`config.mk`:
```
export PLATFORM = sky130hd
export DESIGN_NAME = hazard_table
export DESIGN_NICKNAME = d
export VERILOG_FILES = /design/src/rtl/hazard_table.sv
export SDC_FILE = /design/constraint.sdc
export NUM_CORES = 2
export LEC_CHECK = 0
export BUFFER_PORTS_ARGS = -buffer_cell sky130_fd_sc_hd__buf_2
export CORE_MARGIN = 3
export CORE_UTILIZATION = 55
export DETAILED_ROUTE_END_ITERATION = 16
export PLACE_DENSITY = 0.83
export SYNTH_ARGS = -nofsm -noshare
export SYNTH_HDL_FRONTEND = slang
export SYNTH_SLANG_ARGS = --single-unit
```
`constraint.sdc`:
```
create_clock -name clk -period 4.9 [get_ports clk]
set_input_delay 0.49 -clock clk [delete_from_list [all_inputs] [get_ports clk]]
set_output_delay 0.49 -clock clk [all_outputs]
set_load 0.02 [all_outputs]
```
`src/rtl/hazard_table.sv`:
```
module hazard_table #(
  parameter int DEPTH = 8,
  parameter int HW    = 64,
  parameter int TW    = 32
) (
  input  logic          clk,
  input  logic          rst_n,
  input  logic          ins_valid,
  input  logic [HW-1:0] ins_handle,
  input  logic          ins_write,
  input  logic [TW-1:0] ins_stamp,
  input  logic          chk_valid,
  input  logic [HW-1:0] chk_handle,
  input  logic          chk_write,
  output logic          chk_ready,
  input  logic          ret_valid,
  input  logic          ret_clear,
  input  logic [TW-1:0] ret_stamp,
  input  logic          ovf_wr,
  input  logic          ovf_wdata,
  output logic          ovf_flag
);

  logic [DEPTH-1:0]         vld_q, wr_q;
  logic [DEPTH-1:0][HW-1:0] hdl_q;
  logic [DEPTH-1:0][TW-1:0] ts_q;

  logic [DEPTH-1:0] kill, keep, ins_hit, chk_hit, free, alloc;
  logic             any_hit, full, ins_new, ovf_set;

  wire sweep = ret_valid & ret_clear;

  for (genvar i = 0; i < DEPTH; i++) begin : g_ent
    assign kill[i]    = sweep & vld_q[i] & (ts_q[i] <= ret_stamp);
    assign keep[i]    = vld_q[i] & ~kill[i];
    assign ins_hit[i] = keep[i] & (hdl_q[i] == ins_handle);
    assign chk_hit[i] = vld_q[i] & (hdl_q[i] == chk_handle) & (wr_q[i] | chk_write);

    always_ff @(posedge clk) begin
      if (!rst_n) begin
        vld_q[i] <= 1'b0;
        wr_q[i]  <= 1'b0;
        hdl_q[i] <= '0;
        ts_q[i]  <= '0;
      end else if (ins_valid && ins_hit[i]) begin
        ts_q[i] <= ins_stamp;
        wr_q[i] <= wr_q[i] | ins_write;
      end else if (ins_new && alloc[i]) begin
        vld_q[i] <= 1'b1;
        wr_q[i]  <= ins_write;
        hdl_q[i] <= ins_handle;
        ts_q[i]  <= ins_stamp;
      end else begin
        vld_q[i] <= keep[i];
      end
    end
  end

  assign free     = ~keep;
  assign alloc    = free & (~free + 1'b1);
  assign any_hit  = |ins_hit;
  assign full     = &keep;
  assign ins_new  = ins_valid & ~any_hit & ~full;
  assign ovf_set  = ins_valid & ~any_hit & full;

  assign chk_ready = ~|chk_hit;

  always_ff @(posedge clk) begin
    if (!rst_n)                ovf_flag <= 1'b0;
    else if (ovf_set)          ovf_flag <= 1'b1;
    else if (ovf_wr && !ovf_wdata) ovf_flag <= 1'b0;
  end

endmodule

```
After elaboration in Yosys (flattened, before gate mapping)
Index checks and enable logic that the tools add are counted.
{"block": "totals", "reg_bits": 785, "input_bits": 202, "output_inout_bits": 2}
{"block": "classes", "n_addsub": 1, "order_cmp": 8, "n_eq_ne": 16, "mux": 42, "bitwise": 89, "n_reduce_logical": 39}
{"operator": "$eq A64 B64 Y1", "count": 16}
{"operator": "$mux W32", "count": 16}
{"operator": "$le A32 B32 Y1", "count": 8}
{"operator": "$and A1 B1 Y1", "count": 52}
{"operator": "$mux W1", "count": 26}
{"operator": "$not A1 Y1", "count": 18}
{"operator": "$reduce_bool A2 Y1", "count": 9}
{"operator": "$logic_and A1 B1 Y1", "count": 17}
{"operator": "$not A8 Y8", "count": 2}
{"operator": "$or A1 B1 Y1", "count": 16}
{"operator": "$reduce_and A2 Y1", "count": 8}
{"operator": "$reduce_or A8 Y1", "count": 2}
{"operator": "$add A8 B1 Y8 const B", "count": 1}
{"operator": "$and A8 B8 Y8", "count": 1}
{"operator": "$reduce_and A8 Y1", "count": 1}
{"operator": "$logic_not A1 Y1", "count": 2}

Longest topological paths before layout
{"block": "depth", "word_depth": 13, "ltp_mapped": 14, "ltp_nobuf": 11}

Worst setup path before layout
Ideal clock, no wire load.
{"block": "synth_timing", "path_type": "input to output", "start": "in chk_handle[59]", "end": "out chk_ready", "arrival_time_ps": 2986, "path_slack_ps": 1424, "stages": 9, "path_buffers": 1, "cell_sequence": "clkbuf_1 inv_1 o221ai_1 a2111oi_0 and4_1 nand4_1 nor4_1 or4_1 a2111oi_0"}
{"block": "synth_between", "elab_chain_cells": 5}
{"item": "start, declared", "line": "13", "rtl": "input logic [HW-1:0] chk_handle,"}
{"item": "$eq A64 B64 Y1", "line": "37", "rtl": "assign chk_hit[i] = vld_q[i] & (hdl_q[i] == chk_handle) & (wr_q[i] | chk_write);"}
{"item": "$and A1 B1 Y1 (2 in series)", "line": "37"}
{"item": "$reduce_or A8 Y1 (*)", "line": "66", "rtl": "assign chk_ready = ~|chk_hit;"}
{"item": "$logic_not A1 Y1 (*)", "line": "66"}
{"item": "end, declared", "line": "15", "rtl": "output logic chk_ready,"}
Every way passes the cells marked *; elsewhere a longest branch is shown, timed or not.

Final worst setup path
{"block": "layout_timing", "start": "reg ts_q[205] (netlist name)", "end": "reg hdl_q[283] (netlist name)"}
{"block": "layout_between", "elab_chain_cells": 11}
{"item": "start, declared", "line": "26", "rtl": "logic [DEPTH-1:0][TW-1:0] ts_q;"}
{"item": "start signal, assigned by index", "line": "46", "rtl": "ts_q[i] <= ins_stamp;"}
{"item": "start signal, assigned by index", "line": "52", "rtl": "ts_q[i] <= ins_stamp;"}
{"item": "$le A32 B32 Y1 (*)", "line": "34", "rtl": "assign kill[i] = sweep & vld_q[i] & (ts_q[i] <= ret_stamp);"}
{"item": "$and A1 B1 Y1 (*)", "line": "34"}
{"item": "$not A1 Y1 (*)", "line": "35", "rtl": "assign keep[i] = vld_q[i] & ~kill[i];"}
{"item": "$and A1 B1 Y1 (*)", "line": "35"}
{"item": "$and A1 B1 Y1", "line": "36", "rtl": "assign ins_hit[i] = keep[i] & (hdl_q[i] == ins_handle);"}
{"item": "$reduce_or A8 Y1", "line": "61", "rtl": "assign any_hit = |ins_hit;"}
{"item": "$not A1 Y1", "line": "63", "rtl": "assign ins_new = ins_valid & ~any_hit & ~full;"}
{"item": "$and A1 B1 Y1", "line": "63"}
{"item": "$and A1 B1 Y1 (*)", "line": "63"}
{"item": "$logic_and A1 B1 Y1 (*)", "line": "48", "rtl": "end else if (ins_new && alloc[i]) begin"}
{"item": "$reduce_and A2 Y1 (no line) (*)"}
{"item": "end signal, assigned by index", "line": "51", "rtl": "hdl_q[i] <= ins_handle;"}
{"item": "end, declared", "line": "25", "rtl": "logic [DEPTH-1:0][HW-1:0] hdl_q;"}
Marks and branches as above.
A chain may end at the register's enable or synchronous reset.

==> flow_metrics.py <==
metrics = {
    "status": {
        "status": "completed",
    },
    "finish": {
        "layout_commonest_cell": "dfxtp_1",
        "layout.nets": 5832,
        "syn2layout_area_growth_pct": 13.28,
        "seq_area_sq_um": 15720,
        "utilization_pct": 62.94,
        "final_cell_mix": "785 x dfxtp_1, 683 x xor2_1, 576 x mux2i_1",
        "drive_gt1_share_pct": 11.92,
        "multiInputGateArea_sq_um": 28330,
        "fill_cells": 6897,
    },
    "sta": {
        "period_needed_ns": 4.809,
        "hold_viol_final": 0,
        "finalHoldWorstSlack_ns": 0.1538,
        "final-setup-viol-count": 0,
        "fmax_mhz": 208.0,
        "slew_viol_final": 0,
        "finClkSkew_ns": 0.04257,
        "rsz0062_at_grt": "no",
        "fin_tns_setup_ns": 0,
        "max_slew_margin_pct": 4.538,
        "finalCritPeriodShare_pct": 98.13,
        "worstMarginPinSlew_ns": 1.426,
        "setup_ws_ns": 0.09147,
    },
    "global_route": {
        "grt_usage_pct": 44.11,
        "grtUsageMet3_pct": 19.92,
        "busiest_layer": "met2",
        "grt_util_met2_pct": 59.53,
        "grt_overflow": 0,
        "grt_pass1_wl_mm": 286.8,
        "met1_usage_pct": 55.38,
        "grt_pass1_vias": 41711,
        "grt_max_degree": 137,
        "antenna_found_initial": 11,
    },
    "floorplanning": {
        "num_rows": 106,
        "initial_core_util_pct": 55.56,
        "die_y_um": 296.8,
        "ioPinCount": 204,
        "die-area_sq_um": 88070,
        "core_sq_um": 83690,
        "fp.dieW_um": 296.8,
    },
    "detailed_routing": {
        "drtIter0Drc": 6770,
        "wl_mm": 203.4,
        "wl_per_cell_um": 30.87,
        "final_antenna_net_count": 0,
        "dr.pass1.iters": 9,
        "viasPerCell": 6.752,
        "num_vias": 44487,
        "post-route-drc-count": 0,
    },
    "setup_path": {
        "crit_family": "simple AND/OR/NAND/NOR gates",
        "slowest_delay_ns": 1.19,
        "r2r_setup_slack_ns": 0.09,
        "critPathKind": "flop to flop",
        "cp.depth": 11,
        "reg2reg_depth": 11,
        "worstPathArrival_ns": 5.33,
        "cp_slowest_cell": "nor4b_4",
        "critPathLaunch": "ts_q[205]$_SDFFE_PN0P_",
        "cp_cell_sequence": "ha_1, nand4_1, nor4_1, nand3_1, o311a_1, o21ai_2, o211ai_4, nor4b_4, buf_12, mux2i_1, nor2_1",
        "crit_path_end": "hdl_q[283]$_SDFFE_PN0P_",
        "setup.worst_path.end_class": "flop",
        "critical_path.startpoint_type": "flop",
        "path_max_fanout": 15,
        "reg2reg_from": "ts_q[205]$_SDFFE_PN0P_",
        "timing.rr.end": "hdl_q[283]$_SDFFE_PN0P_",
        "crit_buf_inv": 1,
        "cp_data_required_time_ns": 5.42,
    },
    "yosys": {
        "synth.net_count": 5714,
        "synth_seq_cells": 785,
        "synth_cell_type_count": 86,
        "async_flop_share_pct": 0,
        "syn_area_sq_um": 46500,
        "synth_edf_count": 0,
        "synth_compound_area_share_pct": 9.837,
        "synth_xor_area_share_pct": 17.10,
        "synthCells": 5256,
        "yosys_warnings": 0,
        "seq_area_frac_synth_pct": 33.80,
        "synth_mux_area_share_pct": 12.40,
        "synth_top_family_by_area": "XOR/XNOR gates",
        "avgSynthCellArea_sq_um": 8.847,
        "synthSimpleGateAreaFrac_pct": 14.50,
        "ys.flop_type": "dfxtp_1",
        "synth_adder_area_share_pct": 6.888,
    },
    "clock_tree": {
        "cts_root_buffer": "clkbuf_16",
        "cts_max_level": 3,
        "clk-insertion-delay-late_ns": 0.66,
        "path_clk_slew_ns": 0.06,
        "cts_tree": "built",
        "clock_sinks": 785,
        "hold_buffers": 0,
        "cts_buffers": 88,
        "cts-resized-gates": 0,
        "post-cts-setup-buffers": 0,
        "cts_buffer_depth": 3,
    },
    "placed_design": {
        "place_hpwl_mm": 140.0,
        "io_buffers": 202,
        "dp_slack_ns": 0.09065,
        "gp_congestion": 1.109,
    },
    "power_and_ir_drop": {
        "powerDensity_nw_per_um2": 303.9,
        "total_power_mw": 16.01,
        "power.leakage_nw": 21.13,
        "irDropWorstVdd_mv": 0.2787,
    },
    "min_path": {
        "hp-class": "primary input to flop",
    },
    "flow_run": {
        "cap_violations": 0,
    },
}
-- routing by layer --
metal | part of all wire [%] | up-vias
met5 | 0.15 | -
met4 | 9.2 | 12
met3 | 17 | 1093
met2 | 38 | 3640
met1 | 36 | 21133
li1 | - | 18609
-- through the flow --
stage / area (sq um) / cells
after CTS: 52650 / 6579
after global placement: 49490 / 6418
after global routing: 52650 / 6580
after floorplan: 46500 / 5256
after detailed placement: 49490 / 6418
final: 52670 / 6589
-- cell type report --
cell class                      instances  area share, %
Multi-Input combinational cell       3910          53.79
Sequential cell                       785          29.84
Timing Repair Buffer                  460          6.708
Clock buffer                          134          5.197
Tap cell                             1134          2.694
Inverter                              129         0.9335
Clock inverter                         27         0.7958
Antenna cell                           10        0.04751
-- synthesized netlist by cell type (all sizes together) (5+ instances only) --
library cell  number  share of area (%)
dfxtp            785                 34
xor2             683                 13
mux2i            576                 12
nand2            376                3.0
nor2             364                2.9
a21oi            310                3.4
ha               256                6.9
o21ai            232                2.5
clkbuf           225                1.8
xnor2            225                4.2
nand3            214                2.3
nor4             214                2.9
buf              207                2.6
nand4            167                2.3
inv              128                1.0
o22ai             47               0.72
a221oi            27               0.51
nor3              24               0.27
a21o              20               0.32
a22oi             19               0.31
o2bb2ai           19               0.36
a2111oi           10               0.20
nor2b             10               0.13
and4               9               0.17
o211ai             9               0.17
a31oi              8               0.11
a21boi             6              0.097
o21a               6              0.097
a22o               5              0.094
o221ai             5              0.094
o31a               5              0.094
or4                5              0.089
-- cells by family (layout without fill, tap and decap cells) --
kind of cell               after synthesis  count (layout)
DFF                                    785             785
xor gates and xnor gates               908             908
muxes                                  576             576
adders and majority gates              256             256
AOI/OAI and AO/OA                      767             767
other                                    0              10
buffers and inverters                  561             750
and+or+nand+nor                       1403            1403
-- worst min path at each step --
stage / start / endpoint / cells past startpoint
floorplan: ts_q[0]$_SDFFE_PN0P_ / ts_q[0]$_SDFFE_PN0P_ / 2
global route: ins_handle[22] / hdl_q[342]$_SDFFE_PN0P_ / 3
CTS: ovf_wdata / ovf_flag$_SDFFE_PN0P_ / 3
detailed placement: ts_q[192]$_SDFFE_PN0P_ / ts_q[192]$_SDFFE_PN0P_ / 2
global placement: ts_q[192]$_SDFFE_PN0P_ / ts_q[192]$_SDFFE_PN0P_ / 2
finish: ovf_wdata / ovf_flag$_SDFFE_PN0P_ / 3
-- state kept, by name, indices dropped and copies added, names as in the netlist --
signal and cells:
ts_q 256, vld_q 8, hdl_q 512, wr_q 8, ovf_flag 1
-- report_power, final --
part           leakage [nW]  switching [mW]  internal (mW)
logic                  13.2            1.53          0.641
clock network          1.55            2.89           4.37
registers              6.34          0.0948           6.47
-- worst register-to-register path: cells and delay by family (launching register included) --
kind / cells / cell delay (ns)
buffers and inverters: 1 / 0.29
adder cells (fa/ha/maj): 1 / 0.32
multiplexers: 1 / 0.28
AND/OR/NAND/NOR: 5 / 2.80
flip-flops: 1 / 0.32
AO/OA/AOI/OAI: 3 / 0.69
Power figures use the tool's default switching activity.
